File: config.mk
export PLATFORM = sky130hd
export DESIGN_NAME = spi_fifo_irq_unit
export DESIGN_NICKNAME = d
export VERILOG_FILES = /design/src/rtl/sfi_pkg.sv /design/src/rtl/sfi_fifo.sv /design/src/rtl/sfi_flag_bank.sv /design/src/rtl/spi_fifo_irq_unit.sv
export SDC_FILE = /design/constraint.sdc
export NUM_CORES = 1
export LEC_CHECK = 0
export CORE_ASPECT_RATIO = 0.6
export CORE_MARGIN = 1
export CORE_UTILIZATION = 45
export CTS_CLUSTER_SIZE = 30
export DETAILED_ROUTE_END_ITERATION = 16
export SKIP_LAST_GASP = 1
export SYNTH_ARGS = -nofsm -noshare
export SYNTH_HDL_FRONTEND = slang
export SYNTH_SLANG_ARGS = --single-unit
export TNS_END_PERCENT = 10
File: constraint.sdc
create_clock -name clk -period 7.6 [get_ports clk]
set_clock_uncertainty 0.15 [all_clocks]
set_input_delay 2.28 -clock clk [delete_from_list [all_inputs] [get_ports clk]]
set_output_delay 2.28 -clock clk [all_outputs]
set_load 0.02 [all_outputs]
File: src/rtl/sfi_pkg.sv
`timescale 1ns/1ps
package sfi_pkg;

    localparam int REG_W = 32;

    typedef enum logic [3:0] {
        A_CTRL   = 4'h0,
        A_CFG    = 4'h1,
        A_TXDATA = 4'h2,
        A_RXDATA = 4'h3,
        A_STATUS = 4'h4,
        A_QFLAG  = 4'h5,
        A_QEN    = 4'h6,
        A_XFLAG  = 4'h7,
        A_XEN    = 4'h8
    } reg_addr_e;

    // queue-event flag positions
    localparam int QB_RXTHR = 4;
    localparam int QB_TXTHR = 5;
    localparam int QB_RXFUL = 8;
    localparam int QB_TXEMP = 9;
    localparam int QB_RXUND = 16;
    localparam int QB_TXOVF = 17;
    // transfer-event flag positions
    localparam int XB_RXDONE = 0;
    localparam int XB_TXDONE = 1;

    localparam logic [REG_W-1:0] QFLAG_MASK = REG_W'(32'h0003_0330);
    localparam logic [REG_W-1:0] XFLAG_MASK = REG_W'(32'h0000_0003);

    // status word positions
    localparam int SB_TXFULL = 4;
    localparam int SB_TXLVL  = 8;
    localparam int SB_RXEMP  = 20;
    localparam int SB_RXLVL  = 24;

    typedef struct packed {
        logic [1:0]       thr_code;
        logic [REG_W-1:0] rdata;
    } unit_state_t;

    function automatic int thr_entries(input logic [1:0] code);
        case (code)
            2'd1:    return 4;
            2'd2:    return 1;
            default: return 8;
        endcase
    endfunction

endpackage

File: src/rtl/sfi_fifo.sv
`timescale 1ns/1ps
module sfi_fifo #(
    parameter  int DEPTH = 16,
    parameter  int WIDTH = 32,
    localparam int AW    = $clog2(DEPTH),
    localparam int LW    = $clog2(DEPTH + 1)
) (
    input  logic             clk,
    input  logic             rst_n,
    input  logic             flush,
    input  logic             push,
    input  logic [WIDTH-1:0] wdata,
    input  logic             pop,
    output logic [WIDTH-1:0] head,
    output logic [LW-1:0]    level,
    output logic             full,
    output logic             empty
);

    typedef struct packed {
        logic [AW-1:0] wr_ptr;
        logic [AW-1:0] rd_ptr;
        logic [LW-1:0] cnt;
    } fifo_state_t;

    fifo_state_t st_d, st_q;
    logic [WIDTH-1:0] mem [DEPTH];
    logic do_push, do_pop;

    assign full  = (st_q.cnt == LW'(DEPTH));
    assign empty = (st_q.cnt == '0);
    assign level = st_q.cnt;
    assign head  = mem[st_q.rd_ptr];

    function automatic logic [AW-1:0] bump(input logic [AW-1:0] p);
        return (p == AW'(DEPTH - 1)) ? '0 : p + 1'b1;
    endfunction

    always_comb begin
        st_d    = st_q;
        do_push = push && !full && !flush;
        do_pop  = pop && !empty && !flush;
        if (flush) begin
            st_d.wr_ptr = '0;
            st_d.rd_ptr = '0;
            st_d.cnt    = '0;
        end else begin
            if (do_push) st_d.wr_ptr = bump(st_q.wr_ptr);
            if (do_pop)  st_d.rd_ptr = bump(st_q.rd_ptr);
            case ({do_push, do_pop})
                2'b10:   st_d.cnt = st_q.cnt + 1'b1;
                2'b01:   st_d.cnt = st_q.cnt - 1'b1;
                default: st_d.cnt = st_q.cnt;
            endcase
        end
    end

    always_ff @(posedge clk or negedge rst_n) begin
        if (!rst_n) st_q <= '0;
        else        st_q <= st_d;
    end

    always_ff @(posedge clk) begin
        if (do_push) mem[st_q.wr_ptr] <= wdata;
    end

endmodule

File: src/rtl/sfi_flag_bank.sv
`timescale 1ns/1ps
module sfi_flag_bank #(
    parameter int           W    = 32,
    parameter logic [W-1:0] IMPL = '1
) (
    input  logic         clk,
    input  logic         rst_n,
    input  logic [W-1:0] set_evt,
    input  logic         clr_we,
    input  logic         en_we,
    input  logic [W-1:0] wdata,
    output logic [W-1:0] flags,
    output logic [W-1:0] enables,
    output logic         hit
);

    typedef struct packed {
        logic [W-1:0] flg;
        logic [W-1:0] en;
    } bank_state_t;

    bank_state_t st_d, st_q;
    logic [W-1:0] clr_mask;

    always_comb begin
        st_d     = st_q;
        clr_mask = clr_we ? wdata : '0;
        // set beats clear in the same cycle
        st_d.flg = ((st_q.flg & ~clr_mask) | set_evt) & IMPL;
        if (en_we) st_d.en = wdata & IMPL;
    end

    always_ff @(posedge clk or negedge rst_n) begin
        if (!rst_n) st_q <= '0;
        else        st_q <= st_d;
    end

    assign flags   = st_q.flg;
    assign enables = st_q.en;
    assign hit     = |(st_q.flg & st_q.en);

endmodule

File: src/rtl/spi_fifo_irq_unit.sv
`timescale 1ns/1ps
module spi_fifo_irq_unit
    import sfi_pkg::*;
#(
    parameter  int DEPTH  = 16,
    parameter  int DATA_W = 32,
    localparam int LW     = $clog2(DEPTH + 1)
) (
    input  logic              clk,
    input  logic              rst_n,
    input  logic              reg_wr,
    input  logic              reg_rd,
    input  logic [3:0]        reg_addr,
    input  logic [REG_W-1:0]  reg_wdata,
    output logic [REG_W-1:0]  reg_rdata,
    input  logic              tx_pop,
    output logic [DATA_W-1:0] tx_word,
    output logic              tx_valid,
    input  logic              rx_push,
    input  logic [DATA_W-1:0] rx_word,
    input  logic              rx_done_evt,
    input  logic              tx_done_evt,
    output logic              irq
);

    unit_state_t st_d, st_q;

    logic [LW-1:0]     tx_level, rx_level, thr_lvl;
    logic              tx_full, tx_empty, rx_full, rx_empty;
    logic [DATA_W-1:0] rx_head;
    logic              tx_wr, rx_rd, ctrl_we, cfg_we;
    logic              qclr_we, qen_we, xclr_we, xen_we;
    logic [REG_W-1:0]  q_set, x_set, q_flags, q_en, x_flags, x_en;
    logic              q_hit, x_hit;
    logic [REG_W-1:0]  status_word, rd_mux;

    // host access decode
    always_comb begin
        tx_wr   = reg_wr && (reg_addr == A_TXDATA);
        rx_rd   = reg_rd && (reg_addr == A_RXDATA);
        ctrl_we = reg_wr && (reg_addr == A_CTRL);
        cfg_we  = reg_wr && (reg_addr == A_CFG);
        qclr_we = reg_wr && (reg_addr == A_QFLAG);
        qen_we  = reg_wr && (reg_addr == A_QEN);
        xclr_we = reg_wr && (reg_addr == A_XFLAG);
        xen_we  = reg_wr && (reg_addr == A_XEN);
    end

    sfi_fifo #(.DEPTH(DEPTH), .WIDTH(DATA_W)) u_txq (
        .clk   (clk),
        .rst_n (rst_n),
        .flush (ctrl_we && reg_wdata[0]),
        .push  (tx_wr),
        .wdata (reg_wdata[DATA_W-1:0]),
        .pop   (tx_pop),
        .head  (tx_word),
        .level (tx_level),
        .full  (tx_full),
        .empty (tx_empty)
    );

    sfi_fifo #(.DEPTH(DEPTH), .WIDTH(DATA_W)) u_rxq (
        .clk   (clk),
        .rst_n (rst_n),
        .flush (ctrl_we && reg_wdata[1]),
        .push  (rx_push),
        .wdata (rx_word),
        .pop   (rx_rd),
        .head  (rx_head),
        .level (rx_level),
        .full  (rx_full),
        .empty (rx_empty)
    );

    assign tx_valid = !tx_empty;

    // event sources
    always_comb begin
        thr_lvl          = LW'(thr_entries(st_q.thr_code));
        q_set            = '0;
        q_set[QB_RXTHR]  = (rx_level >= thr_lvl);
        q_set[QB_TXTHR]  = (tx_level <= thr_lvl);
        q_set[QB_RXFUL]  = rx_full;
        q_set[QB_TXEMP]  = tx_empty;
        q_set[QB_RXUND]  = rx_rd && rx_empty;
        q_set[QB_TXOVF]  = tx_wr && tx_full;
        x_set            = '0;
        x_set[XB_RXDONE] = rx_done_evt;
        x_set[XB_TXDONE] = tx_done_evt;
    end

    sfi_flag_bank #(.W(REG_W), .IMPL(QFLAG_MASK)) u_qflags (
        .clk     (clk),
        .rst_n   (rst_n),
        .set_evt (q_set),
        .clr_we  (qclr_we),
        .en_we   (qen_we),
        .wdata   (reg_wdata),
        .flags   (q_flags),
        .enables (q_en),
        .hit     (q_hit)
    );

    sfi_flag_bank #(.W(REG_W), .IMPL(XFLAG_MASK)) u_xflags (
        .clk     (clk),
        .rst_n   (rst_n),
        .set_evt (x_set),
        .clr_we  (xclr_we),
        .en_we   (xen_we),
        .wdata   (reg_wdata),
        .flags   (x_flags),
        .enables (x_en),
        .hit     (x_hit)
    );

    assign irq = q_hit || x_hit;

    // status word and read path
    always_comb begin
        status_word                       = '0;
        status_word[SB_TXFULL]            = tx_full;
        status_word[SB_TXLVL +: 8]        = 8'(tx_level);
        status_word[SB_RXEMP]             = rx_empty;
        status_word[SB_RXLVL +: 8]        = 8'(rx_level);
        case (reg_addr)
            A_CFG:    rd_mux = REG_W'(st_q.thr_code);
            A_RXDATA: rd_mux = rx_empty ? '0 : REG_W'(rx_head);
            A_STATUS: rd_mux = status_word;
            A_QFLAG:  rd_mux = q_flags;
            A_QEN:    rd_mux = q_en;
            A_XFLAG:  rd_mux = x_flags;
            A_XEN:    rd_mux = x_en;
            default:  rd_mux = '0;
        endcase
    end

    always_comb begin
        st_d = st_q;
        if (cfg_we) st_d.thr_code = reg_wdata[1:0];
        if (reg_rd) st_d.rdata    = rd_mux;
    end

    always_ff @(posedge clk or negedge rst_n) begin
        if (!rst_n) st_q <= '0;
        else        st_q <= st_d;
    end

    assign reg_rdata = st_q.rdata;

endmodule

==> reports/results.txt, run 1 <==
Non-Filler Instances: 3,678
Synth Warn #: 0
Largest net degree at the start of global routing: 83
Initial antenna violation count: 4
Combinational share of power: 22.2%
Hold-fix buffers, CTS: 0
Fmax: 0.145 GHz
NetSw: 4670 uW
Detailed-route DRC error count: 0
Final WL: 103,000 um
Final ANT Viol Nets: 0
Rows: 87
Die ar.: 97,600 um2
Antenna cells: 0
Setup bufs post-CTS: 0
CTS tree: done
Number of global-route vias before repair: 22,007
Flop pwr share: 46.0%
Int Pwr: 11,500 uW
Gpl congestion: 0.791
Port buffer count: 141
Clock power frac: 31.8%
First-pass GRT wire length: 151,000 um
Setup crit start kind: register
Worst min-delay path class: register to register
Dpl cells: 3,487
WL/cell: 28.0 um
Net count reported at finish: 2,447
Asr flop ratio synth: 6.91%
I/O pin count: 142
Synth area leaders: edfxtp_1, mux4_2, dfrtp_1
Total congestion overflow: 0
First-pass DRT Iterations: 5
Slew margin rel.: 13.6%
Distinct cells, synth: 59
Setup TNS: 0 ns
Outcome: finished clean
Starting Density: 45.8%
Root Buffer: clkbuf_16
Routed vias: 21,859
CTS Buffer Depth: 3
CP required: 5.17 ns
Switching Share: 28.9%
# setup viols final: 0
Clock sink total: 1,100
Worst-Margin Slew: 1.30 ns
Die width: 403 um
Critical Path End Type: output port
Fin crit share: 90.6%
Predominant post-synthesis flop cell: edfxtp_1
H-tree levels: 3
DR vias/cell: 5.94
Syn_nets: 2,306
Crit-path max FO: 40
All-Layer GR Usage: 21.2%
Hold_ws: 0.367 ns
Synth top area share: 71.0%
Gates resized, CTS repair: 0
Area delta synth->final: 14.2%
Unrepaired setup endpoints after global routing: false
Max Cap Violations: 0
First DRT Iteration DRCs: 2,089
Avg Inst Size Synth: 19.7 um2
DIE HEIGHT: 242 um
Post-synth EDFFs: 1,024
CTS buffer count: 102
Top cell type by total area after synthesis: edfxtp_1
Sequential element share of the synthesized area: 75.4%
Worst vdd ir: 201 uV
Clock slew at reported path FFs: 0.07 ns
Yosys reg bits: 1,100
Syn Inst Count: 2,204
Slew Limit Fails: 0
Lkg Pwr: 0.0159 uW
Post-layout min period: 6.89 ns
Setup Crit Path Kind: register to output port
CP Data Arrival Time: 4.46 ns
Cell Area, Synth: 43,300 um2
Layout Utilization: 52.2%
Hpwl dp: 57,700 um
Clock latency on the worst-skew pair: 0.70 ns
Share of layout cells above drive strength 1: 21.1%
PD cells: 327 nW/um2
Total core area: 94,700 um2
Fin. Hold Viols: 0
-- sequential cells by signal, indices dropped and copies added, names as in the netlist --
signal / flops
u_rxq.mem: 512
u_txq.mem: 512
reg_rdata: 32
u_rxq.st_q: 8
u_txq.st_q: 8
u_qflags.enables: 6
u_qflags.flags: 6
u_rxq.level: 5
u_txq.level: 5
st_q: 2
u_xflags.enables: 2
u_xflags.flags: 2
-- layout make-up --
class	count	area (um2)
Clock buffer	130	2750
Fill cell	7357	45200
Clock inverter	61	598
Sequential cell	1100	32700
Timing Repair Buffer	187	1800
Inverter	17	66.3
Tap cell	1246	1560
Multi-Input combinational cell	937	10000
-- power by group through the flow --
| stage | clock, uW | combinational, uW | sequential (uW) |
|---|---|---|---|
| global route | 5500 | 3840 | 7490 |
| CTS | 5260 | 3610 | 7450 |
| finish | 5160 | 3590 | 7440 |
| global placement | 0 | 3550 | 7550 |
| detailed placement | 0 | 3590 | 7580 |
| floorplan | 0 | 2550 | 7190 |
-- worst max-delay path: stages (launching register included) --
cell,delay (ns)
dfrtp_4,0.78
buf_4,0.62
and2_2,1.09
a221oi_1,0.24
o21ai_0,0.27
nand2_1,0.12
clkdlybuf4s50_1,0.56
-- synthesized netlist by cell type (all sizes together) (3+ instances only) --
master	number
nor2	61
nand2	77
dfrtp	76
o211ai	3
nor3	15
mux4	193
and3	9
and2	15
mux2	76
edfxtp	1024
o21ai	89
or3	4
nand4	4
a222oi	7
nor2b	8
clkbuf	56
o31ai	3
ha	26
a221o	19
a21oi	51
xor2	9
nand3	7
a21o	8
mux2i	129
a22oi	46
o22ai	3
a221oi	35
buf	94
inv	17
a211oi	4
nand2b	11
-- cells by family (layout without fill, tap and decap cells) --
kind of cell | count (synthesis) | in the layout | share of synthesized area (%)
compound gates | 287 | 287 | 4.49
xor+xnor | 9 | 9 | 0.182
fa+ha+maj | 26 | 26 | 0.751
buf+inv | 167 | 395 | 1.90
flops | 1100 | 1100 | 75.4
mux | 398 | 398 | 15.0
simple gates | 217 | 217 | 2.33
-- cell usage in the layout, fill, tap and decap left out, drive strengths merged, types with 5 or more instances in the layout --
master / count
mux2i: 129
nand2: 77
mux2: 76
edfxtp: 1024
clkdlybuf4s50: 140
inv: 20
nand2b: 11
and2: 15
nand3: 7
buf: 47
a221o: 19
clkbuf: 130
a22oi: 46
nor2b: 8
clkinv: 42
and3: 9
mux4: 193
ha: 26
xor2: 9
a222oi: 7
clkinvlp: 5
bufinv: 11
nor2: 61
a21o: 8
dfrtp: 76
o21ai: 89
a221oi: 35
nor3: 15
a21oi: 51
-- through the flow --
| stage | worst slack [ns] | cell area [um2] | power (uW) |
|---|---|---|---|
| after floorplan | 1.49 | 43300 | 9740 |
| after global placement | 1.58 | 46100 | 11100 |
| after detailed placement | 1.51 | 46100 | 11200 |
| after CTS | 0.707 | 49500 | 16300 |
| after global routing | 0.584 | 49500 | 16800 |
| final | 0.712 | 49500 | 16200 |
-- routing by layer --
layer	vias up	wire, um	global-route usage [%]
met5	-	0	0
met3	141	6220	3.88
met4	0	1890	4.63
met1	11689	48300	33.0
met2	742	46500	31.3
li1	9287	-	-
-- path summary, 6_finish.rpt --
| kind | start | endpoint | slack (ns) | depth (start not counted) |
|---|---|---|---|---|
| setup / recovery | u_txq.st_q[6] | tx_word[6] | 0.71 | 6 |
| max in group asynchronous | rst_n | u_txq.st_q[5] | 4.69 | 2 |
| setup reg to reg | u_rxq.level[2] | u_rxq.mem[8][18] | 3.87 | 6 |
| min in group asynchronous | rst_n | reg_rdata[18] | 1.40 | 1 |
| hold / removal | reg_rdata[15] | reg_rdata[15] | 0.37 | 1 |
| hold reg to reg | reg_rdata[15] | reg_rdata[15] | 0.37 | 1 |
(Power assumes the default switching activity.)
==> run 2, diff against run 1 <==
- SKIP_LAST_GASP: 1 -> unset
- SLEW_MARGIN: unset -> 30
==> reports/results.txt, run 2 (synthesis gave the netlist of run 1 again) <==
Largest net degree at the start of global routing: 83
Layout Utilization: 52.3%
Detailed-route DRC error count: 0
First-pass DRT Iterations: 5
Worst min-delay path class: register to register
Most common cell after layout, fill and taps aside: edfxtp_1
Critical Path Start: u_txq.st_q[6]
Fin. Hold Viols: 0
DR vias/cell: 5.94
Number of global-route vias before repair: 21,939
Total congestion overflow: 0
CTS buffer count: 101
Gates resized, CTS repair: 0
Max Cap Violations: 0
Rows: 87
Die width: 403 um
Buffers and inverters on the worst path: 2
Slew margin rel.: 27.2%
Lkg Pwr: 0.0160 uW
Crit-path slowest cell: dfrtp_4
Setup TNS: 0 ns
Gpl congestion: 0.791
Net count reported at finish: 2,450
CP required: 5.17 ns
FF-to-FF Start: u_rxq.level[2]
First-pass GRT wire length: 151,000 um
Worst vdd ir: 217 uV
I/O pin count: 142
Setup Crit Path Kind: register to output port
Unrepaired setup endpoints after global routing: false
PD cells: 327 nW/um2
Port buffer count: 141
Total core area: 94,700 um2
Final WL: 103,000 um
Delay-heaviest family, CP: buffers and inverters
Post-layout min period: 6.44 ns
Crit-path cells: buf_4, and2_4, a221oi_1, o21ai_0, nand2_1, clkdlybuf4s50_1
CTS tree: done
Worst-Margin Slew: 1.09 ns
Slew Limit Fails: 0
Outcome: finished clean
Setup bufs post-CTS: 0
Share of layout cells above drive strength 1: 21.4%
Setup crit start kind: register
Clock sink total: 1,100
All-Layer GR Usage: 21.2%
First DRT Iteration DRCs: 2,180
Delay of the slowest critical-path stage: 0.79 ns
Critical Path End Type: output port
Initial antenna violation count: 2
Starting Density: 45.8%
Clock slew at reported path FFs: 0.06 ns
Die ar.: 97,600 um2
WL/cell: 28.0 um
Root Buffer: clkbuf_16
Commonest non-fill, non-tap cells in the layout: edfxtp_1, mux4_2, clkdlybuf4s50_1, mux2i_1, clkbuf_16
Fmax: 0.155 GHz
DIE HEIGHT: 242 um
Final ANT Viol Nets: 0
Clock latency on the worst-skew pair: 0.69 ns
Fin crit share: 84.7%
Crit-path max FO: 40
Area delta synth->final: 14.3%
Hold-fix buffers, CTS: 0
Hold_sp: reg_rdata[21]
CTS Buffer Depth: 3
H-tree levels: 3
# setup viols final: 0
Hpwl dp: 57,900 um
Routed vias: 21,870
CP Data Arrival Time: 4.01 ns
[run 2: cell types whose count changed in the layout (fill, tap and decap cells not counted), sizes merged]
cell and delta:
clkinv +1, buf +4, clkbuf +2, diode +1, clkinvlp -2, bufinv -2
[run 2: power by group]
group	internal, uW	total (uW)	switching, uW
sequential	6970	7400	429
combinational	1650	3670	2030
clock	2880	5120	2240
total	11500	16200	4690
[run 2: area by class of cell]
class	instances	area [um2]
fill	7422	45200
inverter	17	66.3
tap	1246	1560
timing repair buffer	191	1900
clock inverter	58	544
sequential	1100	32700
clock buffer	132	2770
antenna	1	2.50
multi-input combinational	937	10000
[run 2: final timing paths]
kind / end / slack (ns) / cells past startpoint
setup reg to reg: u_rxq.level[4] / 3.82 / 12
hold reg to reg: reg_rdata[21] / 0.36 / 1
min in group asynchronous: reg_rdata[18] / 1.40 / 1
hold / removal: reg_rdata[21] / 0.36 / 1
setup / recovery: tx_word[8] / 1.16 / 6
max in group asynchronous: u_rxq.st_q[6] / 4.69 / 2
[run 2: metal layers]
layer / up-vias / routed length, um / GRT usage [%]
met4: 0 / 1660 / 4.41
met1: 11758 / 48800 / 33.1
met3: 117 / 6050 / 3.54
met2: 701 / 46600 / 31.5
li1: 9294 / - / -
met5: - / 0 / 0
[run 2: metrics by stage]
step	setup slack (ns)	instances	instance area, um2	hold slack [ns]	power [uW]
after global routing	1.03	3682	49500	0.382	16800
after global placement	1.58	3487	46100	0.354	11100
after CTS	0.926	3679	49500	0.372	16300
after floorplan	1.49	2204	43300	0.317	9740
after detailed placement	1.67	3489	46200	0.358	11200
final	1.16	3682	49500	0.364	16200
==> run 3, diff against run 2 <==
- clock period: 7.6 -> 5.3 ns (I/O delays scaled with it)
==> reports/results.txt, run 3 (synthesis gave the netlist of run 1 again) <==
Area delta synth->final: 15.2%
Clock sink total: 1,100
First DRT Iteration DRCs: 2,183
Dpl cells: 3,522
CTS buffer count: 98
Total core area: 94,700 um2
Die ar.: 97,600 um2
Setup Crit Path Kind: register to output port
CTS Buffer Depth: 3
Max Cap Violations: 0
Setup TNS: 0 ns
Slew Limit Fails: 0
Global Route met1 Usage: 33.0%
Net count reported at finish: 2,479
Largest net degree at the start of global routing: 67
Fin crit share: 96.6%
H-tree levels: 3
Lkg Pwr: 0.0161 uW
Gpl congestion: 0.843
Critical Path Start: u_txq.st_q[7]
Share of layout cells above drive strength 1: 21.8%
Worst R2R Path Depth: 12
Rows: 87
Hpwl dp: 58,900 um
Commonest non-fill, non-tap cells in the layout: edfxtp_1, mux4_2, clkdlybuf4s50_1, mux2i_1, clkbuf_16
Clock slew at reported path FFs: 0.07 ns
Fin. Hold Viols: 0
# setup viols final: 0
Number of global-route vias before repair: 21,902
Slew margin rel.: 38.8%
Total congestion overflow: 0
DIE HEIGHT: 242 um
All-Layer GR Usage: 21.1%
Clock latency on the worst-skew pair: 0.68 ns
Reg2reg end: u_txq.level[4]
Global Route met2 Usage: 31.4%
Global routing's busiest layer: met1
First-pass DRT Iterations: 5
Setup crit start kind: register
Worst min-delay path class: register to register
R2r setup slk: 1.52 ns
Crit-path max FO: 30
PD cells: 461 nW/um2
DR vias/cell: 5.88
Starting Density: 45.8%
Final WL: 103,000 um
Fmax: 0.195 GHz
WL/cell: 27.8 um
Global Route met3 Usage: 3.39%
Hold-fix buffers, CTS: 0
CTS tree: done
Worst-Margin Slew: 0.907 ns
CP required: 3.56 ns
Port buffer count: 141
CP Data Arrival Time: 3.38 ns
DP Area: 46,700 um2
Non-Filler Instances: 3,707
Routed vias: 21,795
Root Buffer: clkbuf_16
First-pass GRT wire length: 150,000 um
Post-layout min period: 5.12 ns
Hold EP: u_xflags.flags[0]
Hold Path Stages: 1
Initial antenna violation count: 4
FF-to-FF Start: u_txq.level[1]
Hold_ws: 0.367 ns
Unrepaired setup endpoints after global routing: false
Final ANT Viol Nets: 0
Most common cell after layout, fill and taps aside: edfxtp_1
Critical Path End Type: output port
I/O pin count: 142
Detailed-route DRC error count: 0
Final Instance Area: 49,900 um2
Outcome: finished clean
Die width: 403 um
Hold_sp: u_xflags.flags[0]
Worst vdd ir: 442 uV
==> run 3: cell count changes in the layout (fill, tap and decap cells not counted), sizes merged <==
cell and delta:
clkbuf -9, clkinv +2, diode +1, inv -1, buf +32
==> run 3: worst max-delay path by stage <==
stage,depth (start not counted),end,slack [ns]
final,7,tx_word[28],0.18
after global routing,7,tx_word[27],0.01
after CTS,7,tx_word[3],0.005
after detailed placement,14,u_rxq.level[4],0.29
after global placement,12,u_txq.level[4],0.42
after floorplan,4,u_rxq.mem[3][0],0.16
==> run 3: power breakdown <==
| group | switching [uW] | internal [uW] | total, uW |
|---|---|---|---|
| registers | 498 | 9990 | 10500 |
| clock network | 3120 | 3950 | 7060 |
| logic | 3040 | 2420 | 5460 |
==> run 3: cell type report <==
class | instances | area, um2
clock inverters | 59 | 543
well taps | 1246 | 1560
repair buffers | 223 | 2430
inverters | 17 | 66.3
diodes | 2 | 5.00
fillers | 7330 | 44800
multi-input cells | 937 | 10000
flip-flops and latches | 1100 | 32700
clock buffers | 123 | 2620
==> run 3: what timing repair did <==
action                                  in CTS  in global routing
resized for setup                            0                  1
setup buffers                                0                  1
endpoints found under the setup margin       0                  8
==> run 3: through the flow <==
| step | total power [uW] | util, % | setup slack [ns] |
|---|---|---|---|
| final | 23000 | 52.7 | 0.182 |
| after global routing | 23900 | 52.7 | 0.0111 |
| after CTS | 23200 | 52.7 | 0.00521 |
| after detailed placement | 16100 | 49.3 | 0.295 |
| after global placement | 16000 | 49.3 | 0.419 |
| after floorplan | 14000 | - | 0.164 |
==> run 3: per-layer routing <==
| metal | up-vias | wire length [um] |
|---|---|---|
| met5 | - | 17 |
| met4 | 2 | 1580 |
| met3 | 124 | 6220 |
| met2 | 721 | 46600 |
| met1 | 11584 | 48900 |
| li1 | 9364 | - |
==> run 3: worst max-delay path, cell delays in order (launching register included) <==
cell and delay [ns]:
dfrtp_1 0.58, buf_4 0.37, nor2b_4 0.22, buf_4 0.38
a221oi_1 0.19, o21ai_0 0.21, nand2_1 0.15, clkdlybuf4s50_1 0.57
